**config.mk**
```make
export PLATFORM = sky130hd
export DESIGN_NAME = hsw_sequencer
export DESIGN_NICKNAME = d
export VERILOG_FILES = /design/src/rtl/hsw_pkg.sv /design/src/rtl/hsw_qualifier.sv /design/src/rtl/hsw_tick_timer.sv /design/src/rtl/hsw_fsm.sv /design/src/rtl/hsw_sequencer.sv
export SDC_FILE = /design/constraint.sdc
export NUM_CORES = 1
export LEC_CHECK = 0
export CORE_UTILIZATION = 35
export CTS_CLUSTER_SIZE = 20
export DETAILED_ROUTE_END_ITERATION = 6
export PLACE_DENSITY_LB_ADDON = 0.15
export SYNTH_ARGS = -nofsm -noshare
export SYNTH_HDL_FRONTEND = slang
export SYNTH_SLANG_ARGS = --single-unit
```
**constraint.sdc**
```tcl
create_clock -name clk -period 1.75 [get_ports clk]
set_input_delay 0.35 -clock clk [delete_from_list [all_inputs] [get_ports clk]]
set_output_delay 0.35 -clock clk [all_outputs]
set_load 0.02 [all_outputs]
```
**src/rtl/hsw_pkg.sv**
```systemverilog
// Package: shared state encoding for the hot-swap sequencer.
// Assumes: consumers only compare against these names, never raw codes.
package hsw_pkg;

    typedef enum logic [2:0] {
        ST_IDLE   = 3'd0,  // gates off, waiting for lockout and ON
        ST_START  = 3'd1,  // gates ramping, fast comparator limits
        ST_RUN    = 3'd2,  // normal operation, both comparators trip
        ST_FLATCH = 3'd3,  // fault held until a qualified clear
        ST_FRETRY = 3'd4   // fault held for the retry back-off
    } hsw_state_t;

endpackage

```
**src/rtl/hsw_qualifier.sv**
```systemverilog
// Module: hsw_qualifier
// Reports that a condition has held without a break for LIMIT ticks.
// Assumes: tick is a single-cycle strobe; a low 'arm' or 'cond' restarts
// the count on the next edge; 'met' stays high while the condition persists.
module hsw_qualifier #(
    parameter int LIMIT = 100
) (
    input  logic clk,
    input  logic rst_n,
    input  logic tick,
    input  logic arm,
    input  logic cond,
    output logic met
);
    localparam int QW = $clog2(LIMIT + 1);
    localparam logic [QW-1:0] LIM = QW'(LIMIT);

    logic [QW-1:0] cnt_q;

    // Count ticks of an unbroken condition, saturating at the limit.
    always_ff @(posedge clk) begin
        if (!rst_n || !arm || !cond) begin
            cnt_q <= '0;
        end else if (tick && (cnt_q != LIM)) begin
            cnt_q <= cnt_q + 1'b1;
        end
    end

    assign met = (cnt_q == LIM);
endmodule

```
**src/rtl/hsw_tick_timer.sv**
```systemverilog
// Module: hsw_tick_timer
// Phase timer: counts microsecond ticks since the last clear, saturating.
// Assumes: the owner clears it on every state change.
module hsw_tick_timer #(
    parameter int MAXCOUNT = 512,
    parameter int CW       = $clog2(MAXCOUNT + 1)
) (
    input  logic          clk,
    input  logic          rst_n,
    input  logic          tick,
    input  logic          clr,
    output logic [CW-1:0] count
);
    localparam logic [CW-1:0] TOP = CW'(MAXCOUNT);

    logic [CW-1:0] cnt_q;

    // Restart on clear, otherwise advance once per tick up to the ceiling.
    always_ff @(posedge clk) begin
        if (!rst_n || clr) begin
            cnt_q <= '0;
        end else if (tick && (cnt_q != TOP)) begin
            cnt_q <= cnt_q + 1'b1;
        end
    end

    assign count = cnt_q;
endmodule

```
**src/rtl/hsw_fsm.sv**
```systemverilog
// Module: hsw_fsm
// Phase controller: lockout wait, startup, normal run, latched or
// retry fault. Decodes the output levels from the registered state.
// Assumes: uv_ready and clr_met come from hsw_qualifier instances,
// tmr_count from hsw_tick_timer cleared via tmr_clr on each transition.
module hsw_fsm
    import hsw_pkg::*;
#(
    parameter int START_TICKS = 1000,
    parameter int RETRY_TICKS = 64000,
    parameter int CW          = 16
) (
    input  logic          clk,
    input  logic          rst_n,
    input  logic          uv_ready,
    input  logic          any_ok,
    input  logic          any_low,
    input  logic          both_low,
    input  logic          on_req,
    input  logic          oc_slow,
    input  logic          oc_fast,
    input  logic          mode_retry,
    input  logic          clr_met,
    input  logic [CW-1:0] tmr_count,
    output hsw_state_t    state,
    output logic          tmr_clr,
    output logic          gate_en,
    output logic          su_limit,
    output logic          gate_pulldown,
    output logic          fault_flag,
    output logic          pwr_good
);
    localparam logic [CW-1:0] START_LIM = CW'(START_TICKS);
    localparam logic [CW-1:0] RETRY_LIM = CW'(RETRY_TICKS);

    hsw_state_t st_q, st_d;
    logic       oc_any;

    assign oc_any = oc_slow | oc_fast;

    // Next-state selection; an overcurrent in RUN outranks a supply collapse.
    always_comb begin
        st_d = st_q;
        unique case (st_q)
            ST_IDLE: begin
                if (uv_ready && any_ok && on_req) st_d = ST_START;
            end
            ST_START: begin
                if (both_low || !on_req)          st_d = ST_IDLE;
                else if (tmr_count >= START_LIM)  st_d = ST_RUN;
            end
            ST_RUN: begin
                if (oc_any)                       st_d = mode_retry ? ST_FRETRY : ST_FLATCH;
                else if (both_low || !on_req)     st_d = ST_IDLE;
            end
            ST_FLATCH: begin
                if (clr_met)                      st_d = ST_IDLE;
            end
            ST_FRETRY: begin
                if (any_low)                      st_d = ST_IDLE;
                else if (tmr_count >= RETRY_LIM)  st_d = ST_IDLE;
            end
            default:                              st_d = ST_IDLE;
        endcase
    end

    // State register.
    always_ff @(posedge clk) begin
        if (!rst_n) st_q <= ST_IDLE;
        else        st_q <= st_d;
    end

    // Output decode; the fast comparator throttles the gate during startup.
    always_comb begin
        gate_en       = ((st_q == ST_START) && !oc_fast) || (st_q == ST_RUN);
        su_limit      = (st_q == ST_START);
        pwr_good      = (st_q == ST_RUN);
        fault_flag    = (st_q == ST_FLATCH) || (st_q == ST_FRETRY);
        gate_pulldown = fault_flag;
    end

    assign tmr_clr = (st_d != st_q);
    assign state   = st_q;
endmodule

```
**src/rtl/hsw_sequencer.sv**
```systemverilog
// Module: hsw_sequencer (top)
// Hot-swap startup and fault sequencer for two supply rails.
// Assumes: all inputs are synchronous to clk; tick_us pulses one cycle
// per microsecond; all delays below are counted in those ticks.
module hsw_sequencer
    import hsw_pkg::*;
#(
    parameter int T_UVLO     = 100,
    parameter int T_START    = 1000,
    parameter int T_CLEAR    = 100,
    parameter int RETRY_MULT = 64
) (
    input  logic clk,
    input  logic rst_n,
    input  logic tick_us,
    input  logic rail_a_ok,
    input  logic rail_b_ok,
    input  logic on_req,
    input  logic oc_slow,
    input  logic oc_fast,
    input  logic mode_retry,
    output logic gate_en,
    output logic su_limit,
    output logic gate_pulldown,
    output logic fault_flag,
    output logic pwr_good
);
    localparam int RETRY_TICKS = T_START * RETRY_MULT;
    localparam int TMR_MAX     = (RETRY_TICKS > T_START) ? RETRY_TICKS : T_START;
    localparam int CW          = $clog2(TMR_MAX + 1);
    localparam int N_CLR       = 2;

    hsw_state_t    state;
    logic          any_ok, any_low, both_low;
    logic          uv_ready, tmr_clr, latch_armed, clr_met;
    logic [CW-1:0] tmr_count;
    logic [N_CLR-1:0] clr_cond, clr_hit;

    assign any_ok      = rail_a_ok | rail_b_ok;
    assign any_low     = !rail_a_ok | !rail_b_ok;
    assign both_low    = !any_ok;
    assign latch_armed = (state == ST_FLATCH);

    // Lockout: one rail good without a break for T_UVLO ticks.
    hsw_qualifier #(.LIMIT(T_UVLO)) u_lockout (
        .clk (clk), .rst_n (rst_n), .tick (tick_us),
        .arm (1'b1), .cond (any_ok), .met (uv_ready)
    );

    // Latched-fault clear sources: ON held low, or a rail held low.
    assign clr_cond = {any_low, !on_req};

    generate
        for (genvar g = 0; g < N_CLR; g++) begin : g_clr
            hsw_qualifier #(.LIMIT(T_CLEAR)) u_clrq (
                .clk (clk), .rst_n (rst_n), .tick (tick_us),
                .arm (latch_armed), .cond (clr_cond[g]), .met (clr_hit[g])
            );
        end
    endgenerate

    assign clr_met = |clr_hit;

    // Shared phase timer for startup length and retry back-off.
    hsw_tick_timer #(.MAXCOUNT(TMR_MAX), .CW(CW)) u_timer (
        .clk (clk), .rst_n (rst_n), .tick (tick_us),
        .clr (tmr_clr), .count (tmr_count)
    );

    hsw_fsm #(
        .START_TICKS (T_START),
        .RETRY_TICKS (RETRY_TICKS),
        .CW          (CW)
    ) u_fsm (
        .clk           (clk),
        .rst_n         (rst_n),
        .uv_ready      (uv_ready),
        .any_ok        (any_ok),
        .any_low       (any_low),
        .both_low      (both_low),
        .on_req        (on_req),
        .oc_slow       (oc_slow),
        .oc_fast       (oc_fast),
        .mode_retry    (mode_retry),
        .clr_met       (clr_met),
        .tmr_count     (tmr_count),
        .state         (state),
        .tmr_clr       (tmr_clr),
        .gate_en       (gate_en),
        .su_limit      (su_limit),
        .gate_pulldown (gate_pulldown),
        .fault_flag    (fault_flag),
        .pwr_good      (pwr_good)
    );
endmodule

```
==> results.md, run 1 <==
* Outcome: finished with violations
* Failing checks: negative setup slack
* Core outline area at 5920 um^2
* Startpoint types: flip-flop
* Synth Area per Inst at 8.57 um^2
* DR vias/cell at 4.93
* Residual DRC count at 0
* R2R Path End: u_timer.count[15]$_SDFFE_PP0P_
* IO buf count at 13
* Routability cong. at 0.747
* Worst min path class: reg -> reg
* Distinct cells, synth at 40
* Synth Flop Type: dfxtp_1
* Slew Limit Fails at 0
* Mapped Nets at 267
* TritonCTS clock tree: done
* Fin crit period at 1.81 ns
* Synth Warn # at 0
* Part of the power in registers at 49.0%
* Initial Utilization at 36.2%
* Vias in the first global route at 1894
* Clk_skew at 0.0101 ns
* WP data required at 1.99 ns
* Async set or reset register ratio after synthesis at 0%
* Diode count at 0
* Share of cells above drive strength 1 at 41.1%
* IO Pins at 14
* Setup crit end: u_timer.count[15]$_SDFFE_PP0P_
* Total CTS buffers at 5
* First-pass GRT wire length at 8720 um
* Final hold slack at 0.529 ns
* Via Count at 2025
* RSZ-0062 raised after global routing: true
* CTS root buf: clkbuf_8
* Chip height at 80.2 um
* Area of the mapped netlist at 2140 um^2
* CTS sink cnt at 40
* Worst setup path category: reg -> reg
* R2r setup slk at -0.06 ns
* Cell depth of the worst flop-to-flop path at 9
* Area grow syn2layout at 50.6%
* Clock-pin slew on the worst setup and hold paths at 0.09 ns
* CP Max Fanout at 8
* Worst path max stage delay at 0.37 ns
* Clock latency on the worst-skew pair at 0.30 ns
* Max-Cap Viols at 0
* Area of the multi-input gates at 1430 um^2
* Drt pass-1 iters at 4
* Slew headroom at 71.5%
* Worst EP arrival at 2.05 ns
* Setup Total Neg Slack at -0.803 ns
* Core Rows at 28
* Pwr Total at 1.88 mW
* Reg2reg start: u_fsm.state[2]$_SDFF_PN0_
* Post-Synthesis Cells at 250
* Setup ws final at -0.0629 ns
* Wire length per cell at 13.1 um
* Antenna Violating Nets Remaining at 0
* Power share of the clock group at 42.2%
* GRT Overall Usage at 17.7%
* Final setup fails at 16
* Pin count of the biggest net entering global routing at 17
* CP Depth at 9
* Nets at 352
* Clk buf depth at 2
* F_max at 552 MHz
* Yosys reg bits at 40
* CP max-delay cell: dfxtp_4
* WP buf/inv at 5
* Register area at 812 um^2
* Logic pwr share at 8.8%
* Routed WL at 5390 um
* H-tree lvl count at 2
* Critical path's most frequent cell: buf_6
* Sequential fraction of the synthesis area at 37.4%
* Crit path max-delay family: buffers and inverters
* Critical path endpoint category: flip-flop
* Switch Pwr at 0.449 mW
* Initial DRC count at 53
* Cell internal pwr at 1.44 mW
* Hold Vio Cnt, Final at 0
* Fillers at 565
* Sw Ratio at 23.8%
* Post-DP HPWL at 3630 um
* Area of the die at 6440 um^2
* P_leak at 1.24 nW
* Total power per unit cell area at 584 nW/um^2
* Die Wd at 80.2 um
* Final worst-path cycle share at 104%
* Total grt overflow at 0
* Slew @ Worst Pin at 0.424 ns
* Initial antenna violation count at 0
* CP startpoint: u_fsm.state[2]$_SDFF_PN0_
* CP cell instances: buf_6, or3_4, clkinv_4, buf_6, buf_4, a221oi_2, o311ai_4, clkbuf_16, nor3_2
* Post-synth EDFFs at 0
* Worst vdd ir at 0.000328 V
## metrics by stage
stage          area (um^2)  worst slack [ns]  cells  util (%)
6_report              3230           -0.0629    411      54.5
3_3_place_gp          2830            -0.428    395      47.9
3_5_place_dp          2830            -0.450    395      47.9
4_1_cts               3150            -0.106    411      53.2
2_1_floorplan         2160           0.00146    250         -
5_1_grt               3230            -0.154    411      54.5
## cell usage after synthesis, types with 2 or more instances
library cell  instances  area share, %
or3_1                 3           0.88
nor3_1               19            4.4
inv_1                16            2.8
and3_1                6            1.8
o211ai_1              3            1.1
mux2i_1               3            1.4
xor2_1               19            7.8
nand4_1              11            3.2
nand3_1              13            3.0
o41ai_1               2           0.82
nor2_1               29            5.1
buf_6                 3            1.6
dfxtp_1              40             37
xnor2_1              11            4.5
nor4bb_1              2           0.93
a21o_1                2           0.70
a21oi_1               5            1.2
o21ai_0               6            1.4
nand2_1              19            3.3
nor4_1                8            2.3
or4_1                 2           0.70
clkbuf_1              2           0.35
ha_1                  8            4.7
nor3_2                2           0.93
## worst min path at each step
stage / cells after the start / to / start
3_3_place_gp: 2 / u_lockout.cnt_q[3]$_SDFFE_PP0P_ / u_lockout.cnt_q[3]$_SDFFE_PP0P_
3_5_place_dp: 2 / g_clr[1].u_clrq.cnt_q[6]$_SDFFE_PP0P_ / g_clr[1].u_clrq.cnt_q[6]$_SDFFE_PP0P_
2_1_floorplan: 2 / u_fsm.state[2]$_SDFF_PN0_ / rst_n
4_1_cts: 2 / g_clr[1].u_clrq.cnt_q[6]$_SDFFE_PP0P_ / g_clr[1].u_clrq.cnt_q[6]$_SDFFE_PP0P_
6_report: 2 / g_clr[1].u_clrq.cnt_q[6]$_SDFFE_PP0P_ / g_clr[1].u_clrq.cnt_q[6]$_SDFFE_PP0P_
5_1_grt: 2 / g_clr[1].u_clrq.cnt_q[6]$_SDFFE_PP0P_ / g_clr[1].u_clrq.cnt_q[6]$_SDFFE_PP0P_
## layer usage
layer | vias up | GRT usage, % | routed length, um
met2 | 19 | 29.8 | 2590
met3 | 7 | 4.77 | 157
met4 | 0 | 5.36 | 61
li1 | 1046 | - | -
met1 | 953 | 21.9 | 2590
met5 | - | 0 | 0
## power groups by stage
| stage | combinational (mW) | clock [mW] | sequential (mW) |
|---|---|---|---|
| final | 0.165 | 0.796 | 0.923 |
| after global routing | 0.184 | 0.873 | 0.925 |
| after CTS | 0.152 | 0.820 | 0.924 |
| after detailed placement | 0.139 | 0 | 0.945 |
| after global placement | 0.137 | 0 | 0.945 |
| after floorplan | 0.0618 | 0 | 0.947 |
## cell usage in the layout (no fill, tap or decap), drive strengths merged, types with 2 or more instances in the layout
master	Yosys	final
nand2	19	19
clkbuf	2	6
and3	6	6
mux2i	3	3
nor2	29	29
o41ai	2	2
dlygate4sd2	0	3
a21o	2	2
ha	8	8
a21oi	5	5
clkdlybuf4s50	0	5
nor4bb	2	2
xnor2	11	11
nor3	21	21
buf	5	76
dfxtp	40	40
o21ai	8	8
or4	2	2
nand4	11	11
xor2	19	19
o211ai	3	3
inv	16	17
a211oi	2	2
nor4	9	9
nand3	13	13
or3	4	4
## registers in the layout (all words and copies together), names as in the netlist
signal	count
g_clr.u_clrq.cnt_q	14
u_fsm.state	3
u_timer.count	16
u_lockout.cnt_q	7
## repair_timing
action                                  CTS  global route
pin swaps                                18             6
gates resized for setup                  56            30
gates cloned                              1             1
buffers inserted                          7             2
endpoints found under the setup margin   21            28
hold endpoints to repair                  0             0
hold buffers                              0             0
## logic make-up (layout without fill, tap and decap cells)
group | Yosys count | after routing | share of synthesized area, %
buffers and inverters | 24 | 110 | 5.55
adder cells (fa/ha/maj) | 8 | 8 | 4.67
AO/OA/AOI/OAI | 26 | 26 | 9.81
XOR/XNOR | 30 | 30 | 12.3
flip-flops | 40 | 40 | 37.4
AND/OR/NAND/NOR | 119 | 119 | 28.9
multiplexers | 3 | 3 | 1.40
## final cells by class
type / instances / share of cell area, %
clock buffer: 5 / 2.13
clock inverter: 3 / 1.44
inverter: 17 / 2.13
multi-input combinational: 186 / 44.2
sequential: 40 / 25.2
tap: 75 / 2.91
timing repair buffer: 85 / 22.0
## worst register-to-register path: stages, from the launching register on
cell       delay [ns]
dfxtp_4          0.37
buf_6            0.09
or3_4            0.13
clkinv_4         0.05
buf_6            0.11
buf_4            0.13
a221oi_2         0.31
o311ai_4         0.20
clkbuf_16        0.22
nor3_2           0.14
No activity file was read; power rests on OpenSTA's default activity.
==> run 2, diff against run 1 <==
CORE_ASPECT_RATIO = 1.2   (was not set)
==> results.md, run 2 (same netlist as run 1, synthesis figures left out) <==
* Outcome: finished with violations (unchanged)
* Failing checks: negative setup slack (unchanged)
* R2r setup slk at -0.06 ns (about the same)
* Area post-placement at 2780 um^2 (was 2830 um^2)
* Slew @ Worst Pin at 0.473 ns (was 0.424 ns)
* Reg2reg start: u_fsm.state[1]$_SDFF_PN0_ (was u_fsm.state[2]$_SDFF_PN0_)
* Clock latency on the worst-skew pair at 0.29 ns (was 0.30 ns)
* Pwr Total at 1.68 mW (was 1.88 mW)
* Antenna Violating Nets Remaining at 0 (unchanged)
* IO Pins at 14 (unchanged)
* Total power per unit cell area at 538 nW/um^2 (was 584 nW/um^2)
* Slew Limit Fails at 0 (unchanged)
* Wire length per cell at 12.2 um (was 13.1 um)
* Slew headroom at 68.1% (was 71.5%)
* Most common cell after layout, fill and taps aside: buf_4 (unchanged)
* Total grt overflow at 0 (unchanged)
* Hold Buf Count CTS at 0 (unchanged)
* H-tree lvl count at 2 (unchanged)
* CTS root buf: clkbuf_8 (unchanged)
* Clk buf depth at 2 (unchanged)
* Area of the die at 6440 um^2 (about the same)
* F_max at 551 MHz (was 552 MHz)
* Area of the multi-input gates at 1420 um^2 (was 1430 um^2)
* Number of flip-flops in the largest register at 16 (unchanged)
* Final worst-path cycle share at 104% (about the same)
* Dpl cells at 393 (was 395)
* Fin crit period at 1.81 ns (about the same)
* Clk_skew at 0.00668 ns (was 0.0101 ns)
* Routed WL at 5060 um (was 5390 um)
* Clock-pin slew on the worst setup and hold paths at 0.08 ns (was 0.09 ns)
* Routability cong. at 0.830 (was 0.747)
* Chip height at 87.7 um (was 80.2 um)
* Via Count at 1980 (was 2025)
* Worst setup path category: reg -> reg (unchanged)
* Critical path endpoint category: flip-flop (unchanged)
* DR vias/cell at 4.78 (was 4.93)
* Initial Utilization at 37.1% (was 36.2%)
* CP startpoint: u_fsm.state[1]$_SDFF_PN0_ (was u_fsm.state[2]$_SDFF_PN0_)
* Register area at 807 um^2 (was 812 um^2)
* Worst EP arrival at 2.00 ns (was 2.05 ns)
* WP data required at 1.94 ns (was 1.99 ns)
* Die Wd at 73.4 um (was 80.2 um)
* Cell depth of the worst flop-to-flop path at 6 (was 9)
* Util after Layout at 54.1% (was 54.5%)
* Design Area, Final at 3130 um^2 (was 3230 um^2)
* Pin count of the biggest net entering global routing at 13 (was 17)
* Worst vdd ir at 0.000331 V (was 0.000328 V)
* IO buf count at 13 (unchanged)
* P_leak at 1.21 nW (was 1.24 nW)
* GRT Overall Usage at 17.5% (was 17.7%)
* CTS sink cnt at 40 (unchanged)
* CP Max Fanout at 8 (unchanged)
* Non-Filler Instances at 414 (was 411)
* Worst min path class: reg -> reg (unchanged)
* Nets at 351 (was 352)
* Residual DRC count at 0 (unchanged)
* RSZ-0062 raised after global routing: true (unchanged)
* R2R Path End: u_timer.count[2]$_SDFFE_PP0P_ (was u_timer.count[15]$_SDFFE_PP0P_)
* Core Rows at 30 (was 28)
* Vias in the first global route at 1903 (was 1894)
* Initial DRC count at 86 (was 53)
* Fillers at 566 (was 565)
* Setup crit end: u_timer.count[2]$_SDFFE_PP0P_ (was u_timer.count[15]$_SDFFE_PP0P_)
* Initial antenna violation count at 0 (unchanged)
* Post-DP HPWL at 3600 um (was 3630 um)
* Final setup fails at 17 (was 16)
* Core outline area at 5780 um^2 (was 5920 um^2)
* First-pass GRT wire length at 8630 um (was 8720 um)
* Hold Vio Cnt, Final at 0 (unchanged)
* Share of cells above drive strength 1 at 36.5% (was 41.1%)
* Total CTS buffers at 5 (unchanged)
* Most frequent cells in the layout: buf_4 (66), dfxtp_1 (35), nor2_1 (29) (was buf_4 (65), dfxtp_1 (33), nor2_1 (27))
* Final hold slack at 0.529 ns (about the same)
* Max-Cap Viols at 0 (unchanged)
* Setup ws final at -0.0649 ns (was -0.0629 ns)
* Startpoint types: flip-flop (unchanged)
* TritonCTS clock tree: done (unchanged)
* Diode count at 0 (unchanged)
* Drt pass-1 iters at 4 (unchanged)
* Area grow syn2layout at 46.0% (was 50.6%)
run 2: stage by stage:
stage	setup TNS (ns)	setup WS (ns)
final	-0.838	-0.0649
after global placement	-7.29	-0.410
after floorplan	0	0.00146
after CTS	-1.45	-0.0999
after global routing	-1.87	-0.135
after detailed placement	-7.74	-0.436
run 2: worst max-delay path: stages (launching register included):
cell and delay, ns:
dfxtp_2 0.34, buf_6 0.11, or4_4 0.50, o2bb2a_4 0.22, a211oi_4 0.27, buf_6 0.20
nor3_1 0.06
run 2: worst min-delay path by stage:
stage / depth (start not counted) / start / slack [ns] / to
2_1_floorplan: 2 / rst_n / 0.47 / u_fsm.state[2]$_SDFF_PN0_
4_1_cts: 2 / u_lockout.cnt_q[3]$_SDFFE_PP0P_ / 0.53 / u_lockout.cnt_q[3]$_SDFFE_PP0P_
6_report: 2 / g_clr[0].u_clrq.cnt_q[6]$_SDFFE_PP0P_ / 0.53 / g_clr[0].u_clrq.cnt_q[6]$_SDFFE_PP0P_
3_5_place_dp: 2 / u_lockout.cnt_q[3]$_SDFFE_PP0P_ / 0.51 / u_lockout.cnt_q[3]$_SDFFE_PP0P_
3_3_place_gp: 2 / u_lockout.cnt_q[3]$_SDFFE_PP0P_ / 0.49 / u_lockout.cnt_q[3]$_SDFFE_PP0P_
5_1_grt: 2 / g_clr[0].u_clrq.cnt_q[6]$_SDFFE_PP0P_ / 0.57 / g_clr[0].u_clrq.cnt_q[6]$_SDFFE_PP0P_
run 2: area by class of cell:
type | instances | share of cell area, %
Clock buffer | 6 | 2.32
Clock inverter | 1 | 0.160
Inverter | 17 | 2.20
Multi-Input combinational cell | 186 | 45.2
Sequential cell | 40 | 25.8
Tap cell | 80 | 3.20
Timing Repair Buffer | 84 | 21.1
run 2: repair_timing:
action | in CTS | in global routing
setup endpoints to repair | 21 | 22
pin swaps | 12 | 10
resized for setup | 41 | 28
cloned | 1 | 1
setup buffers | 11 | 4
run 2: power breakdown:
group / switching, mW / internal (mW) / total [mW]
Combinational: 0.0797 / 0.101 / 0.181
Sequential: 0.00485 / 0.918 / 0.923
Clock: 0.309 / 0.271 / 0.580
run 2: layer usage:
metal,track usage [%],up-vias,wire (um),share of wire [%]
met4,6.82,0,72,1.4
met5,0,-,0,0
met3,2.53,4,144,2.8
met2,28.1,32,2340,46
li1,-,1051,-,-
met1,23.5,893,2500,49
==> run 3, diff against run 2 <==
clock period = 1.9 ns   (was 1.75 ns; I/O delays follow)
==> results.md, run 3 (same netlist as run 1, synthesis figures left out) <==
* Dpl cells at 384 (was 393)
* Max-Cap Viols at 0 (unchanged)
* Most frequent cells in the layout: buf_4 (45), dfxtp_1 (32), nor2_1 (29) (was buf_4 (66), dfxtp_1 (35), nor2_1 (29))
* Clock-pin slew on the worst setup and hold paths at 0.09 ns (was 0.08 ns)
* Cell internal pwr at 1.34 mW (was 1.29 mW)
* Routed WL at 5010 um (was 5060 um)
* WP buf/inv at 2 (unchanged)
* Area of the die at 6440 um^2 (unchanged)
* Total power per unit cell area at 565 nW/um^2 (was 538 nW/um^2)
* RSZ-0062 raised after global routing: true (unchanged)
* IO buf count at 13 (unchanged)
* Drt pass-1 iters at 4 (unchanged)
* H-tree lvl count at 2 (unchanged)
* Clk buf depth at 2 (unchanged)
* Outcome: finished with violations (unchanged)
* Worst path max stage delay at 0.52 ns (was 0.50 ns)
* Clock latency on the worst-skew pair at 0.30 ns (was 0.29 ns)
* Startpoint types: flip-flop (unchanged)
* Number of flip-flops in the largest register at 16 (unchanged)
* Initial DRC count at 57 (was 86)
* Chip height at 87.7 um (unchanged)
* Clk_skew at 0.00936 ns (was 0.00668 ns)
* Sw Ratio at 22.4% (was 23.4%)
* First-pass GRT wire length at 7910 um (was 8630 um)
* Non-Filler Instances at 396 (was 414)
* CTS root buf: clkbuf_8 (unchanged)
* CP max-delay cell: or4_4 (unchanged)
* P_leak at 1.19 nW (was 1.21 nW)
* Area grow syn2layout at 42.7% (was 46.0%)
* Wire length per cell at 12.6 um (was 12.2 um)
* Worst min path class: reg -> reg (unchanged)
* Routability cong. at 0.782 (was 0.830)
* Final worst-path cycle share at 101% (was 104%)
* Share of cells above drive strength 1 at 33.5% (was 36.5%)
* Vias in the first global route at 1828 (was 1903)
* Power share of the clock group at 43.2% (was 34.5%)
* Core outline area at 5780 um^2 (unchanged)
* F_max at 522 MHz (was 551 MHz)
* Switch Pwr at 0.386 mW (was 0.393 mW)
* Pwr Total at 1.73 mW (was 1.68 mW)
* Critical path endpoint category: flip-flop (unchanged)
* Residual DRC count at 0 (unchanged)
* Slew Limit Fails at 0 (unchanged)
* Initial Utilization at 37.1% (unchanged)
* Area of the multi-input gates at 1380 um^2 (was 1420 um^2)
* Util after Layout at 52.9% (was 54.1%)
* DR vias/cell at 4.94 (was 4.78)
* Crit path max-delay family: simple AND/OR/NAND/NOR gates (unchanged)
* Failing checks: negative setup slack (unchanged)
* Antenna Violating Nets Remaining at 0 (unchanged)
* CTS sink cnt at 40 (unchanged)
* Worst hold path depth at 2 (unchanged)
* Cell depth of the worst flop-to-flop path at 6 (unchanged)
* Fillers at 580 (was 566)
* CP cell instances: buf_6, or4_4, o2bb2a_4, a211oi_4, clkbuf_16, nor3_1 (was buf_6, or4_4, o2bb2a_4, a211oi_4, buf_6, nor3_1)
* Die Wd at 73.4 um (unchanged)
* Slew @ Worst Pin at 0.484 ns (was 0.473 ns)
* Worst vdd ir at 0.000383 V (was 0.000331 V)
* GRT Overall Usage at 15.8% (was 17.5%)
* Final setup fails at 8 (was 17)
* Initial antenna violation count at 0 (unchanged)
* Slew headroom at 67.3% (was 68.1%)
* IO Pins at 14 (unchanged)
* Hold Vio Cnt, Final at 0 (unchanged)
* CP Depth at 6 (unchanged)
* Nets at 332 (was 351)
* Setup ws final at -0.0174 ns (was -0.0649 ns)
* Setup Total Neg Slack at -0.0965 ns (was -0.838 ns)
* WP data required at 2.10 ns (was 1.94 ns)
* TritonCTS clock tree: done (unchanged)
* Diode count at 0 (unchanged)
* Most common cell after layout, fill and taps aside: buf_4 (unchanged)
* Post-DP HPWL at 3560 um (was 3600 um)
* Part of the power in registers at 49.5% (was 54.8%)
* Worst EP arrival at 2.11 ns (was 2.00 ns)
* Register area at 811 um^2 (was 807 um^2)
* Pin count of the biggest net entering global routing at 17 (was 13)
* Fin crit period at 1.92 ns (was 1.81 ns)
* Total CTS buffers at 5 (unchanged)
* CP Max Fanout at 8 (unchanged)
* Worst setup path category: reg -> reg (unchanged)
* Logic pwr share at 7.3% (was 10.7%)
* Core Rows at 30 (unchanged)
* Total grt overflow at 0 (unchanged)
* Via Count at 1958 (was 1980)
## run 3: changes by cell type in the layout (fill, tap and decap cells not counted), sizes merged
cell and delta:
dlymetal6s2s +3, bufinv +1, clkbuf +4, buf -23, dlygate4sd2 -3
## run 3: routing by layer
metal | GRT usage, % | vias up | part of all wire, %
met4 | 5.24 | 0 | 1.3
met5 | 0 | - | 0
met1 | 19.0 | 917 | 48
met3 | 3.91 | 6 | 2.7
li1 | - | 1010 | -
met2 | 27.4 | 25 | 48
## run 3: what timing repair did
item / in CTS / in global routing
hold buffers: 0 / 0
setup buffers: 0 / 3
setup endpoints to repair: 21 / 21
hold endpoints to repair: 0 / 0
cloned: 0 / 2
gates resized for setup: 15 / 48
pin swaps: 0 / 16
## run 3: layout make-up
cell class	instances	area share (%)
Clock buffer	6	2.70
Clock inverter	2	1.27
Inverter	17	2.13
Multi-Input combinational cell	186	45.1
Sequential cell	40	26.5
Tap cell	80	3.27
Timing Repair Buffer	65	19.0
## run 3: final timing paths
| path | startpoint | to | slack (ns) |
|---|---|---|---|
| setup reg to reg | u_fsm.state[1]$_SDFF_PN0_ | u_timer.count[1]$_SDFFE_PP0P_ | -0.02 |
| hold reg to reg | g_clr[0].u_clrq.cnt_q[6]$_SDFFE_PP0P_ | g_clr[0].u_clrq.cnt_q[6]$_SDFFE_PP0P_ | 0.54 |
| setup / recovery | u_fsm.state[1]$_SDFF_PN0_ | u_timer.count[1]$_SDFFE_PP0P_ | -0.02 |
| hold / removal | g_clr[0].u_clrq.cnt_q[6]$_SDFFE_PP0P_ | g_clr[0].u_clrq.cnt_q[6]$_SDFFE_PP0P_ | 0.54 |
## run 3: tightest hold or removal path: cells and delay by family (launching register included)
kind,cells,cell delay (ns)
xor gates and xnor gates,1,0.07
DFF,1,0.35
and+or+nand+nor,1,0.08
## run 3: power groups by stage
| stage | clock network [mW] | registers, mW | logic (mW) |
|---|---|---|---|
| final | 0.747 | 0.854 | 0.126 |
| after global routing | 0.798 | 0.856 | 0.136 |
| after CTS | 0.767 | 0.854 | 0.115 |
| after detailed placement | 0 | 0.874 | 0.114 |
| after global placement | 0 | 0.874 | 0.112 |
| after floorplan | 0 | 0.872 | 0.0569 |
## run 3: metrics by stage
stage	hold WS (ns)	area, um^2	worst slack, ns
6_report	0.540	3060	-0.0174
5_1_grt	0.554	3060	-0.0632
4_1_cts	0.515	2850	0.00641
3_5_place_dp	0.500	2700	-0.313
3_3_place_gp	0.493	2700	-0.298
2_1_floorplan	0.467	2140	0.0962
